$ cat config.mk
export PLATFORM = sky130hd
export DESIGN_NAME = sr_addr_driver
export DESIGN_NICKNAME = d
export VERILOG_FILES = /design/src/rtl/sr_addr_pkg.sv /design/src/rtl/sr_addr_pacer.sv /design/src/rtl/sr_addr_serializer.sv /design/src/rtl/sr_addr_driver.sv
export SDC_FILE = /design/constraint.sdc
export NUM_CORES = 1
export LEC_CHECK = 0
export BUFFER_PORTS_ARGS = -buffer_cell sky130_fd_sc_hd__buf_2
export CAP_MARGIN = 20
export CORE_UTILIZATION = 48
export CTS_BUF_LIST = sky130_fd_sc_hd__clkbuf_4
export DETAILED_ROUTE_END_ITERATION = 16
export GPL_ROUTABILITY_DRIVEN = 0
export GPL_TIMING_DRIVEN = 1
export PLACE_DENSITY = 0.76
export SKIP_CTS_REPAIR_TIMING = 1
export SYNTH_ARGS = -nofsm -noshare
export SYNTH_HDL_FRONTEND = slang
export SYNTH_HIERARCHICAL = 1
export SYNTH_SLANG_ARGS = --single-unit
$ cat constraint.sdc
create_clock -name clk -period 2 [get_ports clk]
set_input_delay 0.2 -clock clk [delete_from_list [all_inputs] [get_ports clk]]
set_output_delay 0.2 -clock clk [all_outputs]
set_load 0.05 [all_outputs]
$ cat src/rtl/sr_addr_pkg.sv
// Shared types for the shift-register address driver.
package sr_addr_pkg;
    typedef enum logic [1:0] {
        ST_IDLE   = 2'd0,
        ST_SHIFT  = 2'd1,
        ST_LATCH  = 2'd2,
        ST_ACCESS = 2'd3
    } drv_state_e;
endpackage

$ cat src/rtl/sr_addr_pacer.sv
// Half-period pacer: raises half_done once every SH_CYC clocks while run is high.
// Assumes: SH_CYC >= 1; the count restarts at zero whenever run is low.
module sr_addr_pacer #(
    parameter int SH_CYC = 2
) (
    input  logic clk,
    input  logic rst_n,
    input  logic run,
    output logic half_done
);
    localparam int CNT_W = (SH_CYC > 1) ? $clog2(SH_CYC) : 1;

    logic [CNT_W-1:0] cnt;

    assign half_done = run && (cnt == CNT_W'(SH_CYC - 1));

    // Count clocks within the current half period.
    always_ff @(posedge clk) begin
        if (!rst_n) begin
            cnt <= '0;
        end else if (!run || half_done) begin
            cnt <= '0;
        end else begin
            cnt <= cnt + 1'b1;
        end
    end


    pacer_idle_chk: assert property (@(posedge clk) disable iff (!rst_n)
        !run |=> (cnt == '0));
endmodule

$ cat src/rtl/sr_addr_serializer.sv
// Address serializer: holds the address and presents its bits MSB first.
// Assumes: load and shift never occur in the same cycle; ADDR_W >= 2.
module sr_addr_serializer #(
    parameter int ADDR_W = 10
) (
    input  logic              clk,
    input  logic              rst_n,
    input  logic              load,
    input  logic [ADDR_W-1:0] load_addr,
    input  logic              shift,
    output logic              sdata,
    output logic              last_bit
);
    localparam int CNT_W = (ADDR_W > 1) ? $clog2(ADDR_W) : 1;

    logic [ADDR_W-1:0] shreg;
    logic [CNT_W-1:0]  bit_cnt;

    assign sdata    = shreg[ADDR_W-1];
    assign last_bit = (bit_cnt == CNT_W'(ADDR_W - 1));

    // Load a new address or move to the next bit.
    always_ff @(posedge clk) begin
        if (!rst_n) begin
            shreg   <= '0;
            bit_cnt <= '0;
        end else if (load) begin
            shreg   <= load_addr;
            bit_cnt <= '0;
        end else if (shift) begin
            shreg   <= {shreg[ADDR_W-2:0], 1'b0};
            bit_cnt <= bit_cnt + 1'b1;
        end
    end


    load_shift_excl_chk: assert property (@(posedge clk) disable iff (!rst_n)
        !(load && shift));
endmodule

$ cat src/rtl/sr_addr_driver.sv
// Top: sequences one memory access as shift, optional latch pulse, then strobe.
// Assumes: an external chain that shifts on the rising edge of sr_clk. When
// HAS_LATCH is 0, the chain outputs drive the memory address pins directly.
module sr_addr_driver
    import sr_addr_pkg::*;
#(
    parameter int ADDR_W    = 10,
    parameter int DATA_W    = 8,
    parameter int SH_CYC    = 2,
    parameter int ACC_CYC   = 3,
    parameter bit HAS_LATCH = 1'b1
) (
    input  logic              clk,
    input  logic              rst_n,
    input  logic              req_valid,
    output logic              req_ready,
    input  logic              req_write,
    input  logic [ADDR_W-1:0] req_addr,
    input  logic [DATA_W-1:0] req_wdata,
    output logic              rsp_valid,
    output logic [DATA_W-1:0] rsp_rdata,
    output logic              sr_data,
    output logic              sr_clk,
    output logic              sr_latch,
    output logic              mem_ce,
    output logic              mem_oe,
    output logic              mem_we,
    output logic              mem_doe,
    output logic [DATA_W-1:0] mem_dout,
    input  logic [DATA_W-1:0] mem_din
);
    localparam int ACC_W = (ACC_CYC > 1) ? $clog2(ACC_CYC) : 1;
    localparam int LEN_W = $clog2(2 * SH_CYC + 1) + 1;
    localparam drv_state_e AFTER_SHIFT = HAS_LATCH ? ST_LATCH : ST_ACCESS;

    drv_state_e        state;
    logic              phase;
    logic [ACC_W-1:0]  acc_cnt;
    logic              write_q;
    logic [DATA_W-1:0] wdata_q;
    logic              half_done;
    logic              last_bit;
    logic              load;
    logic              shift;
    logic              acc_last;

    assign load     = (state == ST_IDLE) && req_valid;
    assign shift    = (state == ST_SHIFT) && half_done && phase;
    assign acc_last = (acc_cnt == ACC_W'(ACC_CYC - 1));

    sr_addr_pacer #(.SH_CYC(SH_CYC)) pacer_i (
        .clk       (clk),
        .rst_n     (rst_n),
        .run       ((state == ST_SHIFT) || (state == ST_LATCH)),
        .half_done (half_done)
    );

    sr_addr_serializer #(.ADDR_W(ADDR_W)) ser_i (
        .clk       (clk),
        .rst_n     (rst_n),
        .load      (load),
        .load_addr (req_addr),
        .shift     (shift),
        .sdata     (sr_data),
        .last_bit  (last_bit)
    );

    // Sequence the access and capture request fields and read data.
    always_ff @(posedge clk) begin
        if (!rst_n) begin
            state     <= ST_IDLE;
            phase     <= 1'b0;
            acc_cnt   <= '0;
            write_q   <= 1'b0;
            wdata_q   <= '0;
            rsp_rdata <= '0;
            rsp_valid <= 1'b0;
        end else begin
            rsp_valid <= 1'b0;
            case (state)
                ST_IDLE: begin
                    if (req_valid) begin
                        write_q <= req_write;
                        wdata_q <= req_wdata;
                        phase   <= 1'b0;
                        state   <= ST_SHIFT;
                    end
                end
                ST_SHIFT: begin
                    if (half_done) begin
                        phase <= ~phase;
                        if (phase && last_bit) begin
                            state <= AFTER_SHIFT;
                        end
                    end
                end
                ST_LATCH: begin
                    if (half_done) begin
                        phase <= ~phase;
                        if (phase) begin
                            state <= ST_ACCESS;
                        end
                    end
                end
                default: begin
                    if (acc_last) begin
                        acc_cnt   <= '0;
                        rsp_valid <= 1'b1;
                        state     <= ST_IDLE;
                        if (!write_q) begin
                            rsp_rdata <= mem_din;
                        end
                    end else begin
                        acc_cnt <= acc_cnt + 1'b1;
                    end
                end
            endcase
        end
    end

    // Decode pins from the state register.
    assign req_ready = (state == ST_IDLE);
    assign sr_clk    = (state == ST_SHIFT) && phase;
    assign mem_oe    = (state == ST_ACCESS) && !write_q;
    assign mem_we    = (state == ST_ACCESS) && write_q;
    assign mem_doe   = mem_we;
    assign mem_ce    = mem_oe || mem_we;
    assign mem_dout  = wdata_q;

    // Latch pin exists only in the latched build.
    generate
        if (HAS_LATCH) begin : g_latch
            assign sr_latch = (state == ST_LATCH);
        end else begin : g_no_latch
            assign sr_latch = 1'b0;
        end
    endgenerate

    // Checker counter: length of the current latch pulse.
    logic [LEN_W-1:0] chk_latch_len;
    always_ff @(posedge clk) begin
        if (!rst_n) begin
            chk_latch_len <= '0;
        end else if (sr_latch) begin
            chk_latch_len <= chk_latch_len + 1'b1;
        end else begin
            chk_latch_len <= '0;
        end
    end


    ce_quiet_chk: assert property (@(posedge clk) disable iff (!rst_n)
        mem_ce |-> (!sr_clk && !sr_latch));

    latch_clk_low_chk: assert property (@(posedge clk) disable iff (!rst_n)
        sr_latch |-> !sr_clk);

    latch_len_chk: assert property (@(posedge clk) disable iff (!rst_n)
        $fell(sr_latch) |-> (chk_latch_len == LEN_W'(2 * SH_CYC)));

    rsp_pulse_chk: assert property (@(posedge clk) disable iff (!rst_n)
        rsp_valid |=> !rsp_valid);

    accept_busy_chk: assert property (@(posedge clk) disable iff (!rst_n)
        (req_valid && req_ready) |=> !req_ready);

    strobe_excl_chk: assert property (@(posedge clk) disable iff (!rst_n)
        !(mem_oe && mem_we));
endmodule

* Yosys cells after proc, flatten, opt, wreduce, memory -nomap -nowiden
Index checks and enable logic that the tools add are counted.
** Word-level totals
- Register bits :: 38
- Word-level logic and storage cells :: 68
- Output and inout port bits :: 25
- Input port bits :: 30
** Operators by class
- Equality and inequality tests :: 11
- Add/sub/neg operators :: 3
- Multiplexer cells :: 14
- Bitwise operators :: 4
- Reductions and logical operators :: 26
** Operator list (number)
- $mux W10 :: 2
- $mux W2 :: 7
- $logic_and A1 B1 Y1 :: 8
- $ne A2 B1 Y1 const B :: 4
- $eq A2 B2 Y1 const B :: 3
- $pmux W2 S3 :: 1
- $reduce_and A3 Y1 :: 2
- $reduce_and A6 Y1 :: 1
- $reduce_or A2 Y1 :: 3
- $add A4 B1 Y4 const B :: 1
- $eq A4 B4 Y1 const B :: 1
- $ne A2 B2 Y1 const B :: 2
- $not A1 Y1 :: 4
- $reduce_bool A2 Y1 :: 2
- $reduce_bool A4 Y1 :: 1
- $reduce_or A4 Y1 :: 1
- $logic_or A1 B1 Y1 :: 3
- $mux W1 :: 3
- $reduce_or A3 Y1 :: 1
- $add A2 B1 Y2 const B :: 1
- $eq A2 B1 Y1 const B :: 1
- $logic_not A1 Y1 :: 2
- $logic_not A2 Y1 :: 1
- $pmux W1 S2 :: 1
- 2 further kinds :: 2

* Logic depth before layout (Yosys ltp)
Gate-level depths: netlist (run 1).
- Depth in word-level cells :: 7
- Gate-level depth with buffers :: 8
- Gate-level depth less buffers :: 8

* Cells and area by module
The synthesis (run 1) kept the hierarchy.
** By module, submodules not included
- sr_addr_driver :: instances 1, cells each 116, area each 1081.0 um2, sequential area each 460.4 um2
- sr_addr_serializer :: instances 1, cells each 66, area each 710.7 um2, sequential area each 280.3 um2
- sr_addr_pacer :: instances 1, cells each 3, area each 36.3 um2, sequential area each 20.0 um2

* Least setup slack after synthesis (run 1)
No wires, ideal clock.
- Path kind :: reg-to-reg
- Start :: register state[0]
- End :: register ser_i.shreg[6]
- Data required time :: 1884 ps
- Setup time :: 116 ps
- Slack :: -61 ps
- Buffers on the path :: 2
- Stages on the path, launching flop included :: 9
- Period minus slack after synthesis :: 2061 ps
- Arrival time :: 1945 ps
- Path through :: dfxtp_1 inv_1 ha_1 and2_2 and3_2 buf_6 buf_8 mux2_2 o211a_1
** Between the ends
- Word-level cells in the longest chain between the ends :: 6
- Elaborated cells on any way between the ends :: 10
- Those cells by class :: eq/ne: 2; mux: 1; reduce/logical: 7
** Ends and longest elaborated chain
- start, declared :: line sr_addr_driver.sv:36 : drv_state_e state;
- start signal, assigned :: line sr_addr_driver.sv:71 : state <= ST_IDLE;
- start signal, assigned :: line sr_addr_driver.sv:86 : state <= ST_SHIFT;
- start signal, assigned :: line sr_addr_driver.sv:93 : state <= AFTER_SHIFT;
- $eq A2 B1 Y1 / $eq A2 B2 Y1 (equally long branches) :: line sr_addr_driver.sv:54 : .run ((state == ST_SHIFT) || (state == ST_LATCH)),
- $logic_or A1 B1 Y1 * :: line sr_addr_driver.sv:54
- $logic_and A1 B1 Y1 * :: line sr_addr_pacer.sv:15 : assign half_done = run && (cnt == CNT_W'(SH_CYC - 1));
- net half_done :: line sr_addr_driver.sv:41 : logic half_done;
- $logic_and A1 B1 Y1 * (2 in a row) :: line sr_addr_driver.sv:48 : assign shift = (state == ST_SHIFT) && half_done && phase;
- net shift :: line sr_addr_driver.sv:44 : logic shift;
- $reduce_bool A2 Y1 (no line) *
- end signal, assigned :: line sr_addr_serializer.sv:28 : shreg <= load_addr;
- end signal, assigned :: line sr_addr_serializer.sv:31 : shreg <= {shreg[ADDR_W-2:0], 1'b0};
- end, declared :: line sr_addr_serializer.sv:16 : logic [ADDR_W-1:0] shreg;
The timed path passes the listed nets; every way through them passes the cells marked *.
A chain may end at the register's enable or synchronous reset.

* Worst setup path after layout (run 1)
- Start :: register state[1]
- End :: register ser_i.shreg[6]
The elaborated chain is that of the path after synthesis.

==> results of run 1 <==
-- area by class of cell --
class / count / area (sq um) / share of cell area
multi-input combinational: 134 / 992 / 0.450
sequential: 38 / 766 / 0.347
timing repair buffer: 61 / 323 / 0.146
tap: 48 / 60.1 / 0.0272
clock buffer: 5 / 37.5 / 0.0170
inverter: 4 / 15.0 / 0.00681
clock inverter: 3 / 11.3 / 0.00511
-- flip-flops by register name, summed over array words and instances (netlist names) --
| name | cells |
|---|---|
| state | 2 |
| ser_i/shreg | 10 |
| write_q | 1 |
| ser_i/bit_cnt | 4 |
| phase | 1 |
| rsp_valid | 1 |
| rsp_rdata | 8 |
| pacer_i/cnt | 1 |
| mem_dout | 8 |
| acc_cnt | 2 |
-- worst min-delay path by stage --
stage | startpoint | end | slack [ns]
after floorplan | rst_n | state[0] | 0.33
after global placement | mem_dout[5] | mem_dout[5] | 0.45
after detailed placement | mem_dout[1] | mem_dout[1] | 0.46
after CTS | req_wdata[4] | mem_dout[4] | 0.08
after global routing | req_wdata[4] | mem_dout[4] | 0.08
final | req_wdata[4] | mem_dout[4] | 0.09
-- where the power goes --
part | leakage, uW | internal, uW | switching, uW | total [uW]
Combinational | 0.000725 | 299 | 458 | 757
Sequential | 0.000311 | 856 | 57.6 | 914
Clock | 0.0000277 | 125 | 228 | 353
Total | 0.00106 | 1280 | 744 | 2020
-- worst register-to-register path, cell delays in order (launching register included) --
cell and delay (ns):
dfxtp_4 0.38, inv_1 0.09, ha_1 0.30, and2_2 0.17, and3_4 0.28, mux2_2 0.35, o211a_1 0.20
-- placed cells by master (no fill, tap or decap), types with 4 or more instances in the layout --
master | Yosys | layout
nand2_1 | 24 | 24
clkbuf_4 | 0 | 5
nand2b_1 | 13 | 13
mux2i_1 | 10 | 10
buf_4 | 3 | 7
dfxtp_1 | 38 | 36
mux2_2 | 9 | 9
o211a_1 | 9 | 9
nor2b_1 | 12 | 12
clkinv_1 | 1 | 4
buf_2 | 0 | 54
ha_1 | 10 | 10
a21boi_0 | 10 | 10
nor2_1 | 7 | 7
-- stage by stage --
step / setup WS [ns] / hold WS, ns / utilization / total power (uW) / std cells
floorplan: 0.00196 / 0.332 / - / 1490 / 185
global placement: 0.108 / 0.447 / 0.587 / 1680 / 285
detailed placement: 0.0543 / 0.456 / 0.587 / 1690 / 285
CTS: 0.0453 / 0.0782 / 0.600 / 2060 / 293
global route: 0.00927 / 0.0756 / 0.602 / 2190 / 293
finish: 0.137 / 0.0946 / 0.602 / 2020 / 293
-- logic make-up after synthesis --
family                     after synthesis  share of synthesized area
AOI/OAI and AO/OA                       30                      0.134
DFF                                     38                      0.416
xor gates and xnor gates                 1                    0.00479
and+or+nand+nor                         74                      0.223
muxes                                   19                      0.110
buffers and inverters                   13                     0.0431
adders and majority gates               10                     0.0684
-- per-layer routing --
layer / routed length [um] / share of wire / vias to the layer above
met5: 0 / 0 / -
met4: 55 / 0.017 / 0
met3: 167 / 0.053 / 4
met2: 1450 / 0.46 / 38
met1: 1510 / 0.47 / 639
li1: - / - / 746
==> results.toml, run 1 <==
[global_route]
grt-busiest-layer = "met2"
grt_pass1_vias = 1312
gr-total-overflow = 0
antenna_found_initial = 0
grt_first_pass_wirelength_um = 5700
met2_usage = 0.297
grt_use_met3 = 0.0616
grt_use_total = 0.184
gr-usage-met1 = 0.219
grt_max_degree = 23

[synthesis]
post_synth.cell_area_avg_sq_um = 9.88
async_flop_share = 0
synth.area.top_cells = "dfxtp_1 (42%), ha_1 (6.8%), mux2_2 (5.5%), mux2i_1 (5.5%), o211a_1 (4.9%)"
syn-instance-count = 185
syn_nets = 225
seq_area_frac_synth = 0.416
synth-seq-cells = 38
synth_top_area_share = 0.416
synth_cell_types = 39
synthFlopType = "dfxtp_1"
yosys_warnings = 6
synth_top_area_cell = "dfxtp_1"
synth_most_common_cell = "dfxtp_1"
synth_area_sq_um = 1830
synth_edf_count = 0
netlist_top_cells_count = "dfxtp_1 (38), nand2_1 (24), nand2b_1 (13)"

[power_and_ir_drop]
p_leak_uw = 0.00106
power_density_nw_per_um2 = 918
ir_drop_mv = 0.481

[floorplanning]
die_area_sq_um = 4060
io_pins = 55
coreArea_sq_um = 3660
dieWidth_um = 63.7
die_y_um = 63.7
start_util = 0.499
row_count = 22

[final_layout]
diodes = 0
finalInstanceArea_sq_um = 2200
drive_gt1_frac = 0.339
nNetsFinal = 284
fillCellCount = 321
syn2layout_area_growth_pct = 20.6

[critical_path]
crit_end = "ser_i/shreg[6]"
cp.depth = 6
crit_path_end_kind = "flip-flop"
crit_start = "state[1]"
rr_endpoint = "ser_i/shreg[6]"
r2r_cells = 6
timing.critical_path.required_ns = 2.24
critPathMaxFanout = 11
crit_path_start_kind = "flip-flop"
path_buf_inv = 1
arrival_ns = 2.10
max_stage_delay_ns = 0.38
regToRegSetupSlack_ns = 0.14
crit_family = "simple AND/OR/NAND/NOR gates"
r2r-start = "state[1]"
crit_chain = "inv_1, ha_1, and2_2, and3_4, mux2_2, o211a_1"
cp_slowest_cell = "dfxtp_4"
critPathKind = "reg -> reg"

[clock_tree]
clockRootBuffer = "clkbuf_4"
cts_buffer_depth = 2
cts_buffers = 5
cts_tree = "done"
clk_latency_ns = 0.34
clk_pin_slew_ns = 0.11
cts.sinks = 38
htreeDepth = 2

[sta]
setup_tns_ns = 0
skew_ns = 0.0103
post-route-period-util = 0.932
hold_viol = 0
grt_setup_unrepaired = "false"
period_minus_slack_ns = 1.86
fmax_mhz = 537
timing.slew.headroom = 0.706
setup_viol_count_final = 0
report.final.slew_viol_count = 0
tightestPinTransition_ns = 0.441

[routing]
dr.pass1.iters = 4
drtIter0Drc = 45
antenna_left = 0
drc = 0
drt-total-wl_um = 3180
vias_per_cell = 4.87
vias = 1427
wl_per_cell_um = 10.8

[hold_path]
min_path_type = "in -> reg"
hold_depth = 3

[placement]
io_buffers = 54
place_hpwl_um = 2360
dpl_cell_area_sq_um = 2150

[run]
cap_viol_max_count = 0

[run_status]
outcome = "finished clean"
Power figures use the tool's default switching activity.
==> inputs of run 2 (changes only) <==
--- a/config.mk
+++ b/config.mk
@@ -7,12 +7,12 @@
 export LEC_CHECK = 0
 export BUFFER_PORTS_ARGS = -buffer_cell sky130_fd_sc_hd__buf_2
 export CAP_MARGIN = 20
-export CORE_UTILIZATION = 48
-export CTS_BUF_LIST = sky130_fd_sc_hd__clkbuf_4
+export CORE_UTILIZATION = 42
+export CTS_BUF_LIST = sky130_fd_sc_hd__clkbuf_8
 export DETAILED_ROUTE_END_ITERATION = 16
 export GPL_ROUTABILITY_DRIVEN = 0
 export GPL_TIMING_DRIVEN = 1
-export PLACE_DENSITY = 0.76
+export PLACE_DENSITY = 0.68
 export SKIP_CTS_REPAIR_TIMING = 1
 export SYNTH_ARGS = -nofsm -noshare
 export SYNTH_HDL_FRONTEND = slang
==> run 2 against run 1 <==
Effect of this change:
- critical path depth unchanged
- sequential share of layout area down 0.47 points
- die area up 14%
- hold slack better by 0.071 ns
- power up 5.9%
- worst setup slack worse by 0.032 ns
- cell count up 0.34%
- clock skew down 0.0059 ns
==> results.toml, run 2 (synthesis results as in run 1) <==
[run_status]
outcome = "finished clean"

[power_and_ir_drop]
power_density_nw_per_um2 = 960
p_leak_uw = 0.00108
p_total_uw = 2140
ir_drop_mv = 0.370

[routing]
wl_per_cell_um = 11.4
drt-total-wl_um = 3340
drtIter0Drc = 55
vias_per_cell = 4.82
drc = 0
dr.pass1.iters = 3
antenna_left = 0
vias = 1418

[global_route]
antenna_found_initial = 0
grt_max_degree = 21
grt_use_total = 0.156
grt_first_pass_wirelength_um = 5310
gr-total-overflow = 0
grt_pass1_vias = 1265

[final_layout]
largest-register = "ser_i/shreg"
largest_reg_flops = 10
layout_commonest_cell = "buf_2"
fillCellCount = 398
final_util = 0.547
diodes = 0
multi_input_area_sq_um = 992
nNetsFinal = 284
final-seq-area_sq_um = 766
layout_common_cells = "buf_2 (54), dfxtp_1 (36), nand2_1 (24), nand2b_1 (13), nor2b_1 (12)"
drive_gt1_frac = 0.340
syn2layout_area_growth_pct = 22.2

[critical_path]
critPathMaxFanout = 11
crit_path_end_kind = "flip-flop"
crit_path_start_kind = "flip-flop"
timing.critical_path.required_ns = 2.18
critPathKind = "reg -> reg"
arrival_ns = 2.07

[clock_tree]
cts_buffers = 5
htreeDepth = 2
clk_latency_ns = 0.28
cts_tree = "done"
clk_pin_slew_ns = 0.06
clockRootBuffer = "clkbuf_8"
cts_buffer_depth = 2
cts.sinks = 38

[floorplanning]
start_util = 0.447
die_y_um = 68.0
coreArea_sq_um = 4090
dieWidth_um = 68.0
die_area_sq_um = 4620
io_pins = 55
row_count = 23

[sta]
period_minus_slack_ns = 1.89
fmax_mhz = 528
setup_tns_ns = 0
timing.slew.headroom = 0.682
post-route-period-util = 0.947
grt_setup_unrepaired = "false"
report.final.slew_viol_count = 0
hold_viol = 0
setup_viol_count_final = 0
skew_ns = 0.00443
tightestPinTransition_ns = 0.476

[hold_path]
min_path_type = "in -> reg"

[run]
cap_viol_max_count = 0

[placement]
place_hpwl_um = 2500
io_buffers = 54
run 2: metrics by stage:
stage / instance area [sq um] / hold slack [ns] / instances / worst slack, ns
3_3_place_gp: 2150 / 0.451 / 287 / 0.0888
4_1_cts: 2230 / 0.157 / 294 / 0.0193
6_report: 2230 / 0.165 / 294 / 0.105
5_1_grt: 2230 / 0.166 / 294 / 0.0101
2_1_floorplan: 1830 / 0.332 / 185 / 0.00196
3_5_place_dp: 2150 / 0.457 / 287 / 0.0251
run 2: where the power goes:
group          internal, uW  switching, uW  leakage (uW)  total, uW
registers               857           56.0      0.000311        913
clock network           229            242     0.0000466        471
logic                   299            461      0.000725        760
run 2: worst paths after layout:
check | from | end | slack (ns) | cells after the start
min reg2reg | mem_dout[7] | mem_dout[7] | 0.46 | 2
min | req_wdata[3] | mem_dout[3] | 0.17 | 3
max reg2reg | state[1] | ser_i/shreg[7] | 0.11 | 6
max | state[1] | ser_i/shreg[7] | 0.11 | 6
run 2: critical path, stage by stage, from the launching register on:
cell     delay (ns)
dfxtp_2        0.38
inv_1          0.10
ha_1           0.30
and2_2         0.17
and3_4         0.28
mux2_2         0.35
o211a_1        0.20
run 2: cell type report:
| cell class | count | area share |
|---|---|---|
| clock buffer | 5 | 0.0308 |
| multi-input combinational | 134 | 0.444 |
| tap | 50 | 0.0280 |
| clock inverter | 2 | 0.00336 |
| inverter | 4 | 0.00672 |
| sequential | 38 | 0.343 |
| timing repair buffer | 61 | 0.144 |
run 2: layer usage:
layer  global-route usage  vias to the layer above  wire (um)
met1                0.192                      637       1630
met5                    0                        -          0
met3               0.0567                        6        162
li1                     -                      745          -
met4               0.0625                        0         48
met2                0.244                       30       1500
